`src/rtl/irq_redir_pkg.sv`:
```
package irq_redir_pkg;

   typedef enum logic [0:0] {
      CH_IDLE = 1'b0,
      CH_PEND = 1'b1
   } chan_state_e;

   localparam int unsigned LO_MODE_BIT   = 11;
   localparam int unsigned LO_STATUS_BIT = 12;
   localparam int unsigned LO_FLUSH_BIT  = 14;
   localparam int unsigned LO_DTYPE_BIT  = 15;
   localparam int unsigned LO_MASK_BIT   = 16;

endpackage

```
`src/rtl/irq_redir_edge.sv`:
```
module irq_redir_edge #(
   parameter int unsigned SYNC_STAGES = 2
) (
   input  logic clk,
   input  logic rst_n,
   input  logic pin_i,
   output logic level_o,
   output logic rise_o
);

   logic prev_q;

   generate
      if (SYNC_STAGES == 0) begin : g_nosync
         assign level_o = pin_i;
      end else begin : g_sync
         logic [SYNC_STAGES-1:0] chain_q;
         always_ff @(posedge clk) begin
            if (!rst_n) chain_q <= '0;
            else        chain_q <= {chain_q[SYNC_STAGES-2:0], pin_i};
         end
         assign level_o = chain_q[SYNC_STAGES-1];
      end
   endgenerate

   always_ff @(posedge clk) begin
      if (!rst_n) prev_q <= 1'b0;
      else        prev_q <= level_o;
   end

   assign rise_o = level_o & ~prev_q;

endmodule

```
`src/rtl/irq_redir_regs.sv`:
```
module irq_redir_regs
   import irq_redir_pkg::*;
#(
   parameter int unsigned HALF_W = 32,
   parameter int unsigned VEC_W  = 8,
   parameter int unsigned DEST_W = 8,
   parameter int unsigned EDID_W = 8
) (
   input  logic              clk,
   input  logic              rst_n,
   input  logic              wr_en_i,
   input  logic              half_i,
   input  logic [HALF_W-1:0] wdata_i,
   input  logic              status_i,
   output logic [HALF_W-1:0] rdata_o,
   output logic [VEC_W-1:0]  vec_o,
   output logic              logical_o,
   output logic              mask_o,
   output logic [DEST_W-1:0] dest_o,
   output logic [EDID_W-1:0] edid_o
);

   localparam int unsigned DEST_LSB = HALF_W - DEST_W;
   localparam int unsigned EDID_LSB = DEST_LSB - EDID_W;

   generate
      if (VEC_W > LO_MODE_BIT) begin : g_bad_vec
         $error("VEC_W overlaps the mode bit");
      end
      if (DEST_W + EDID_W > HALF_W) begin : g_bad_hi
         $error("destination fields exceed the high half");
      end
      if (HALF_W <= LO_MASK_BIT) begin : g_bad_lo
         $error("HALF_W too small for the low-half layout");
      end
   endgenerate

   logic [VEC_W-1:0]  vec_q;
   logic              mode_q;
   logic              flush_q;
   logic              mask_q;
   logic [DEST_W-1:0] dest_q;
   logic [EDID_W-1:0] edid_q;
   logic [HALF_W-1:0] lo_view;
   logic [HALF_W-1:0] hi_view;

   always_ff @(posedge clk) begin
      if (!rst_n) begin
         vec_q   <= '0;
         mode_q  <= 1'b0;
         flush_q <= 1'b0;
         mask_q  <= 1'b1;
         dest_q  <= '0;
         edid_q  <= '0;
      end else if (wr_en_i) begin
         if (!half_i) begin
            vec_q   <= wdata_i[VEC_W-1:0];
            mode_q  <= wdata_i[LO_MODE_BIT];
            flush_q <= wdata_i[LO_FLUSH_BIT];
            mask_q  <= wdata_i[LO_MASK_BIT];
         end else begin
            dest_q  <= wdata_i[DEST_LSB +: DEST_W];
            edid_q  <= wdata_i[EDID_LSB +: EDID_W];
         end
      end
   end

   always_comb begin
      lo_view                = '0;
      lo_view[VEC_W-1:0]     = vec_q;
      lo_view[LO_MODE_BIT]   = mode_q;
      lo_view[LO_STATUS_BIT] = status_i;
      lo_view[LO_FLUSH_BIT]  = flush_q;
      lo_view[LO_DTYPE_BIT]  = 1'b1;
      lo_view[LO_MASK_BIT]   = mask_q;
      hi_view                = '0;
      hi_view[DEST_LSB +: DEST_W] = dest_q;
      hi_view[EDID_LSB +: EDID_W] = edid_q;
   end

   assign rdata_o   = half_i ? hi_view : lo_view;
   assign vec_o     = vec_q;
   assign logical_o = mode_q;
   assign mask_o    = mask_q;
   assign dest_o    = dest_q;
   assign edid_o    = edid_q;

   logic unused_wbits;
   assign unused_wbits = ^wdata_i;

   a_r4_dtype_reads_one: assert property (@(posedge clk) disable iff (!rst_n)
      !half_i |-> rdata_o[LO_DTYPE_BIT]);

endmodule

```
`src/rtl/irq_redir_deliver.sv`:
```
module irq_redir_deliver
   import irq_redir_pkg::*;
#(
   parameter int unsigned VEC_W  = 8,
   parameter int unsigned DEST_W = 8,
   parameter int unsigned PHYS_W = 4,
   parameter int unsigned EDID_W = 8,
   parameter int unsigned BASE_W = 12,
   parameter logic [BASE_W-1:0] ADDR_BASE = 12'hFEE,
   parameter int unsigned ADDR_W = 32
) (
   input  logic              clk,
   input  logic              rst_n,
   input  logic              rise_i,
   input  logic              mask_i,
   input  logic [VEC_W-1:0]  vec_i,
   input  logic              logical_i,
   input  logic [DEST_W-1:0] dest_i,
   input  logic [EDID_W-1:0] edid_i,
   input  logic              ack_i,
   output logic              pending_o,
   output logic [VEC_W-1:0]  vec_o,
   output logic              logical_o,
   output logic [DEST_W-1:0] dest_o,
   output logic [ADDR_W-1:0] addr_o
);

   localparam int unsigned LOW_PAD = ADDR_W - BASE_W - DEST_W - EDID_W;

   generate
      if (BASE_W + DEST_W + EDID_W + 4 != ADDR_W) begin : g_bad_addr
         $error("address fields must leave exactly 4 low bits below the extended ID");
      end
      if (PHYS_W > DEST_W) begin : g_bad_phys
         $error("PHYS_W must not exceed DEST_W");
      end
   endgenerate

   chan_state_e       st_q;
   logic [VEC_W-1:0]  vec_q;
   logic              log_q;
   logic [DEST_W-1:0] dest_q;
   logic [EDID_W-1:0] edid_q;
   logic [DEST_W-1:0] dest_eff;
   logic              accept;

   generate
      if (PHYS_W < DEST_W) begin : g_narrow
         assign dest_eff = logical_i ? dest_i
                                     : {{(DEST_W-PHYS_W){1'b0}}, dest_i[PHYS_W-1:0]};
      end else begin : g_full
         assign dest_eff = dest_i;
      end
   endgenerate

   assign accept = (st_q == CH_IDLE) && rise_i && !mask_i;

   always_ff @(posedge clk) begin
      if (!rst_n) begin
         st_q   <= CH_IDLE;
         vec_q  <= '0;
         log_q  <= 1'b0;
         dest_q <= '0;
         edid_q <= '0;
      end else begin
         case (st_q)
            CH_IDLE: begin
               if (accept) begin
                  st_q   <= CH_PEND;
                  vec_q  <= vec_i;
                  log_q  <= logical_i;
                  dest_q <= dest_eff;
                  edid_q <= edid_i;
               end
            end
            CH_PEND: begin
               if (ack_i) st_q <= CH_IDLE;
            end
            default: st_q <= CH_IDLE;
         endcase
      end
   end

   assign pending_o = (st_q == CH_PEND);
   assign vec_o     = vec_q;
   assign logical_o = log_q;
   assign dest_o    = dest_q;
   assign addr_o    = {ADDR_BASE, dest_q, edid_q, {LOW_PAD{1'b0}}};

   a_r6_fields_stable: assert property (@(posedge clk) disable iff (!rst_n)
      pending_o && !ack_i |=> pending_o && $stable(vec_o) && $stable(dest_o)
                              && $stable(logical_o) && $stable(addr_o));

   a_r9_ack_clears: assert property (@(posedge clk) disable iff (!rst_n)
      pending_o && ack_i |=> !pending_o);

   a_r11_mask_blocks: assert property (@(posedge clk) disable iff (!rst_n)
      !pending_o && mask_i |=> !pending_o);

   a_r13_idle_ack: assert property (@(posedge clk) disable iff (!rst_n)
      !pending_o && !rise_i && ack_i |=> !pending_o);

endmodule

```
`src/rtl/irq_redir_channel.sv`:
```
module irq_redir_channel #(
   parameter int unsigned SYNC_STAGES = 2,
   parameter int unsigned HALF_W      = 32,
   parameter int unsigned VEC_W       = 8,
   parameter int unsigned DEST_W      = 8,
   parameter int unsigned PHYS_W      = 4,
   parameter int unsigned EDID_W      = 8,
   parameter int unsigned BASE_W      = 12,
   parameter logic [BASE_W-1:0] ADDR_BASE = 12'hFEE,
   parameter int unsigned ADDR_W      = 32
) (
   input  logic              clk,
   input  logic              rst_n,
   input  logic              reg_wr,
   input  logic              reg_half,
   input  logic [HALF_W-1:0] reg_wdata,
   output logic [HALF_W-1:0] reg_rdata,
   input  logic              irq_pin,
   input  logic              msg_ack,
   output logic              msg_req,
   output logic [VEC_W-1:0]  msg_vector,
   output logic              msg_logical,
   output logic [DEST_W-1:0] msg_dest,
   output logic [ADDR_W-1:0] msg_addr
);

   logic              level_w;
   logic              rise_w;
   logic [VEC_W-1:0]  vec_w;
   logic              logical_w;
   logic              mask_w;
   logic [DEST_W-1:0] dest_w;
   logic [EDID_W-1:0] edid_w;

   irq_redir_edge #(.SYNC_STAGES(SYNC_STAGES)) u_edge (
      .clk     (clk),
      .rst_n   (rst_n),
      .pin_i   (irq_pin),
      .level_o (level_w),
      .rise_o  (rise_w)
   );

   irq_redir_regs #(
      .HALF_W (HALF_W),
      .VEC_W  (VEC_W),
      .DEST_W (DEST_W),
      .EDID_W (EDID_W)
   ) u_regs (
      .clk       (clk),
      .rst_n     (rst_n),
      .wr_en_i   (reg_wr),
      .half_i    (reg_half),
      .wdata_i   (reg_wdata),
      .status_i  (msg_req),
      .rdata_o   (reg_rdata),
      .vec_o     (vec_w),
      .logical_o (logical_w),
      .mask_o    (mask_w),
      .dest_o    (dest_w),
      .edid_o    (edid_w)
   );

   irq_redir_deliver #(
      .VEC_W     (VEC_W),
      .DEST_W    (DEST_W),
      .PHYS_W    (PHYS_W),
      .EDID_W    (EDID_W),
      .BASE_W    (BASE_W),
      .ADDR_BASE (ADDR_BASE),
      .ADDR_W    (ADDR_W)
   ) u_deliver (
      .clk       (clk),
      .rst_n     (rst_n),
      .rise_i    (rise_w),
      .mask_i    (mask_w),
      .vec_i     (vec_w),
      .logical_i (logical_w),
      .dest_i    (dest_w),
      .edid_i    (edid_w),
      .ack_i     (msg_ack),
      .pending_o (msg_req),
      .vec_o     (msg_vector),
      .logical_o (msg_logical),
      .dest_o    (msg_dest),
      .addr_o    (msg_addr)
   );

   a_r5_rise_needs_level: assert property (@(posedge clk) disable iff (!rst_n)
      $rose(msg_req) |-> $past(level_w));

   a_r7_phys_upper_zero: assert property (@(posedge clk) disable iff (!rst_n)
      msg_req && !msg_logical |-> (msg_dest >> PHYS_W) == '0);

   a_r8_addr_dest: assert property (@(posedge clk) disable iff (!rst_n)
      msg_req |-> msg_addr[ADDR_W-BASE_W-1 -: DEST_W] == msg_dest);

endmodule

```
`config.mk`:
```
export PLATFORM = sky130hd
export DESIGN_NAME = irq_redir_channel
export DESIGN_NICKNAME = d
export VERILOG_FILES = /design/src/rtl/irq_redir_pkg.sv /design/src/rtl/irq_redir_edge.sv /design/src/rtl/irq_redir_regs.sv /design/src/rtl/irq_redir_deliver.sv /design/src/rtl/irq_redir_channel.sv
export SDC_FILE = /design/constraint.sdc
export NUM_CORES = 1
export LEC_CHECK = 0
export ABC_AREA = 1
export BUFFER_PORTS_ARGS = -buffer_cell sky130_fd_sc_hd__buf_4
export CORE_UTILIZATION = 49
export CTS_BUF_LIST = sky130_fd_sc_hd__clkbuf_8
export CTS_CLUSTER_SIZE = 10
export DETAILED_ROUTE_END_ITERATION = 8
export PLACE_DENSITY = 0.83
export REMOVE_ABC_BUFFERS = 1
export SYNTH_ARGS = -nofsm -noshare
export SYNTH_HDL_FRONTEND = slang
export SYNTH_HIERARCHICAL = 1
export SYNTH_SLANG_ARGS = --single-unit
export TNS_END_PERCENT = 20
```
`constraint.sdc`:
```
create_clock -name clk -period 1.19 [get_ports clk]
set_input_delay 0.119 -clock clk [delete_from_list [all_inputs] [get_ports clk]]
set_output_delay 0.119 -clock clk [all_outputs]
set_load 0.01 [all_outputs]
```
# Word level (Yosys, flattened, before mapping)

Cells that the tools add are included.

Flip-flop bits (word level): 56
Input port bits: 38
Output and inout port bits: 82
Word-level logic and storage cells: 28

Multiplexer cells: 5
Bitwise gates (word level): 4
Reductions and logical operators: 6

Operator list:

| kind                | count |
|---|---|
| $mux W32            | 1 |
| $mux W8             | 1 |
| $reduce_and A2 Y1   | 3 |
| $not A1 Y1          | 3 |
| $logic_and A1 B1 Y1 | 2 |
| $mux W1             | 2 |
| $pmux W1 S2         | 1 |
| $and A1 B1 Y1       | 1 |
| $logic_not A1 Y1    | 1 |

# Longest topological paths before layout

Depth after elaboration: 6
Gate-level depth with buffers: 7
Gate-level depth less buffers: 6

# Modules after synthesis

Netlist, hierarchy kept.

By module, submodules not included:

| module            | instances | cells an instance | area an instance (µm²) | seq. area each (µm²) |
|---|---|---|---|---|
| irq_redir_regs    | 1         | 205               | 1392.6                 | 540.5 |
| irq_redir_deliver | 1         | 151               | 1186.1                 | 520.5 |
| irq_redir_edge    | 1         | 11                | 92.6                   | 60.1 |

# Worst setup path after synthesis

OpenSTA, ideal clock, no wires.

Kind: reg-to-reg
Start point: register u_edge.g_sync.chain_q[1]
End point: register u_deliver.edid_q[7]
Library setup time: 0.071 ns
Arrival: 0.976 ns
Required time: 1.119 ns
Path slack: 0.143 ns
Cell stages (with the launch flop): 8
Buffers on the path: 1
Period minus slack after synthesis: 1.047 ns
Path through: dfxtp_1 inv_1 nor2_2 inv_2 nor2_4 buf_4 nand3_1 a21oi_1

Word-level cells in the longest chain between the ends: 4

Ends and longest elaborated chain:

| element                            | line                    | source |
|---|---|---|
| start, declared                    | irq_redir_edge.sv:17    | `logic [SYNC_STAGES-1:0] chain_q;` |
| start signal, assigned             | irq_redir_edge.sv:20    | `else chain_q <= {chain_q[SYNC_STAGES-2:0], pin_i};` |
| $and A1 B1 Y1                      | irq_redir_edge.sv:31    | `assign rise_o = level_o & ~prev_q;` |
| named net rise_w                   | irq_redir_channel.sv:28 | `logic rise_w;` |
| $logic_and A1 B1 Y1 (2 in series)  | irq_redir_deliver.sv:56 | `assign accept = (st_q == CH_IDLE) && rise_i && !mask_i;` |
| $reduce_and A2 Y1 (no source line) | -                       |  |
| end signal, assigned               | irq_redir_deliver.sv:73 | `edid_q <= edid_i;` |
| end, declared                      | irq_redir_deliver.sv:43 | `logic [EDID_W-1:0] edid_q;` |

The timed path passes the listed nets, and every way through them passes these cells.
A chain may end at the register's enable or synchronous reset.

# Final worst setup path

Start point: register u_regs.mask_q, in the netlist u_regs/mask_o
End point: output port reg_rdata[16]

Word-level cells in the longest chain between the ends: 1

Ends and longest elaborated chain:

| element                | line                    | source |
|---|---|---|
| start, declared        | irq_redir_regs.sv:41    | `logic mask_q;` |
| start signal, assigned | irq_redir_regs.sv:60    | `mask_q <= wdata_i[LO_MASK_BIT];` |
| $mux W32               | irq_redir_regs.sv:81    | `assign rdata_o = half_i ? hi_view : lo_view;` |
| end, declared          | irq_redir_channel.sv:17 | `output logic [HALF_W-1:0] reg_rdata,` |

Every way passes these cells.

==> results.cfg <==
[status]
status = completed

[synthesis]
seq_area_frac_synth_pct = 41.97
syn_area_sq_um = 2671
avgSynthCellArea_sq_um = 7.279
ys.warnings.count = 6
ys_ff_latch = 56
ys_types = 23
syn_inst = 367

[floorplan]
core-area_sq_um = 5172
die_h_um = 75.84
rows = 26
die_w_um = 75.84
boundaryPins = 120
die-area_sq_um = 5751
start_util_pct = 51.64

[drt]
routed_via_density = 4.692
avgRoutedWirePerCell_um = 11.69
drtAntennaViolNets = 0
drt-initial-drc-count = 121
route.detailed.drc = 0
wl_um = 6069
vias = 2435
dr.pass1.iters = 4

[worst_setup_path]
cp_data_arrival_time_ns = 1.00
required_ns = 1.07
crit_path_start_kind = flip-flop
r2r_cells = 7
setup.worst_path.start = u_regs/mask_o
crit_path_top_delay_cell = dfxtp_1
crit_type = reg2out
crit_path_end_kind = output port
crit_path_cell_trace = nand2_1 -> nand2_1 -> buf_4
path_max_fanout = 4
regToRegStartpoint = u_edge/g_sync.chain_q[1]
critPathMostFrequentCell = nand2_1
cpPeakStageDelay_ns = 0.44

[sta]
maxSlewViolCount = 0
fin_tns_setup_ns = 0
tightestPinTransition_ns = 0.5025
hold_violations = 0
fmax_mhz = 892.0
clock_skew_ns = 0.007272
post-route-period-util_pct = 94.21
maxSlewHeadroom_pct = 66.42
finalCriticalPeriod_ns = 1.121
fin_ws_ns = 0.06893
finalSetupViolCount = 0
rsz0062_at_grt = true

[power_and_ir_drop]
power_switching_mw = 0.9402
p_seq_share_pct = 53.6
ir_drop_v = 0.0006704
internal_power_mw = 2.784
power_density_nw_per_um2 = 1092
swShare_pct = 25.25
p_leak_nw = 1.706
power_frac_comb_pct = 13.6
clockPowerShare_pct = 32.8
power.total_mw = 3.724

[layout]
layout-drive-gt1-share_pct = 31.40
final_nets = 486
antenna_cells = 0
final_common_cell = buf_4
syn_to_final_growth_pct = 27.63
final_cell_mix = buf_4 (102), nand2_1 (61), dfxtp_1 (54)
design_area_sq_um = 3410

[place]
dpl_cell_area_sq_um = 3256
pre_cts_slack_ns = 0.02190
gp_congestion = 0.7328
port_buffers = 93
dp_hpwl_um = 4357

[global_routing]
antenna_found_initial = 0
grt.overflow.total = 0
grt_pass1_vias = 2102
grt_pass1_wl_um = 9204
grt_use_total_pct = 21.02
grt_max_degree = 31

[clocking]
cts-root-buf = clkbuf_8
cts_tree = yes
cts_buffers = 5
h-tree-depth = 2
clock_path_buffers = 2
path_clk_slew_ns = 0.10
clock-sinks = 56
clk_latency_ns = 0.30

[min_path]
hp-class = in2reg
min_from = reg_wdata[24]
hold_path_depth = 3

[run]
maxCapViolCount = 0
## final cells by class
| type | instances | area (sq um) |
|---|---|---|
| Inverter | 50 | 192.7 |
| Multi-Input combinational cell | 229 | 1081 |
| Sequential cell | 56 | 1124 |
| Fill cell | 495 | 1763 |
| Tap cell | 70 | 87.58 |
| Clock buffer | 5 | 68.82 |
| Clock inverter | 3 | 42.54 |
| Timing Repair Buffer | 106 | 813.3 |
## through the flow
step	util (%)	hold WS, ns	std cells
3_3_place_gp	62.94	0.3095	510
5_1_grt	65.92	0.05558	519
4_1_cts	65.29	0.05302	519
6_report	65.92	0.06128	519
2_1_floorplan	-	0.2032	335
3_5_place_dp	62.94	0.3106	510
## critical path, delay by kind of cell (launching register included)
| family | cells | cell delay (ns) |
|---|---|---|
| and+or+nand+nor | 2 | 0.15 |
| DFF | 1 | 0.44 |
| buffers and inverters | 1 | 0.11 |
## synth_stat cells (all sizes together)
cell | number | area share, %
or2 | 1 | 0.23
o21ai | 17 | 3.2
nand2 | 61 | 8.6
nor2 | 50 | 8.7
conb | 3 | 0.42
nand4 | 1 | 0.23
clkbuf | 3 | 0.47
buf | 46 | 13
a21oi | 42 | 7.9
dfxtp | 56 | 42
nand3 | 37 | 8.4
clkinv | 1 | 0.14
inv | 49 | 7.0
## sequential cells by signal, indices dropped and copies added, names as in the netlist, 2 cells and up
name	count
u_deliver/edid_q	8
u_deliver/dest_o	8
u_regs/vec_o	8
u_regs/dest_o	8
u_edge/g_sync.chain_q	2
u_deliver/vec_o	8
u_regs/edid_o	8
## logic make-up (layout without fill, tap and decap cells)
family / count (synthesis) / count (layout) / synth area share [%]
DFF: 56 / 56 / 41.97
AOI/OAI and AO/OA: 59 / 59 / 11.05
buffers and inverters: 99 / 164 / 20.42
other: 3 / 20 / 0.4215
and+or+nand+nor: 150 / 150 / 26.14
## path summary, 6_finish.rpt
kind / slack, ns / to
max reg2reg: 0.09 / u_deliver/edid_q[4]
min: 0.06 / u_regs/dest_o[0]
min reg2reg: 0.42 / u_edge/g_sync.chain_q[1]
max: 0.07 / reg_rdata[16]
## power by group through the flow
stage / clock network [mW] / logic (mW) / registers, mW
floorplan: 0 / 0.242 / 2.03
global placement: 0 / 0.487 / 2.03
detailed placement: 0 / 0.500 / 2.04
CTS: 1.24 / 0.504 / 1.99
global route: 1.30 / 0.563 / 2.01
finish: 1.22 / 0.507 / 2.00
## repair_timing
action,in CTS,in global routing
endpoints found under the hold margin,1,0
hold buffers,1,0
setup endpoints to repair,0,26
gates resized for setup,0,10
buffers inserted,0,0
## routing by layer
metal | part of all wire [%] | vias to the layer above | GRT usage, %
li1 | - | 1249 | -
met1 | 41 | 1093 | 23.76
met2 | 52 | 88 | 39.82
met3 | 6.1 | 5 | 3.704
met4 | 0.64 | 0 | 6.379
met5 | 0 | - | 0
Note: power is estimated with default switching activity, not from simulation.
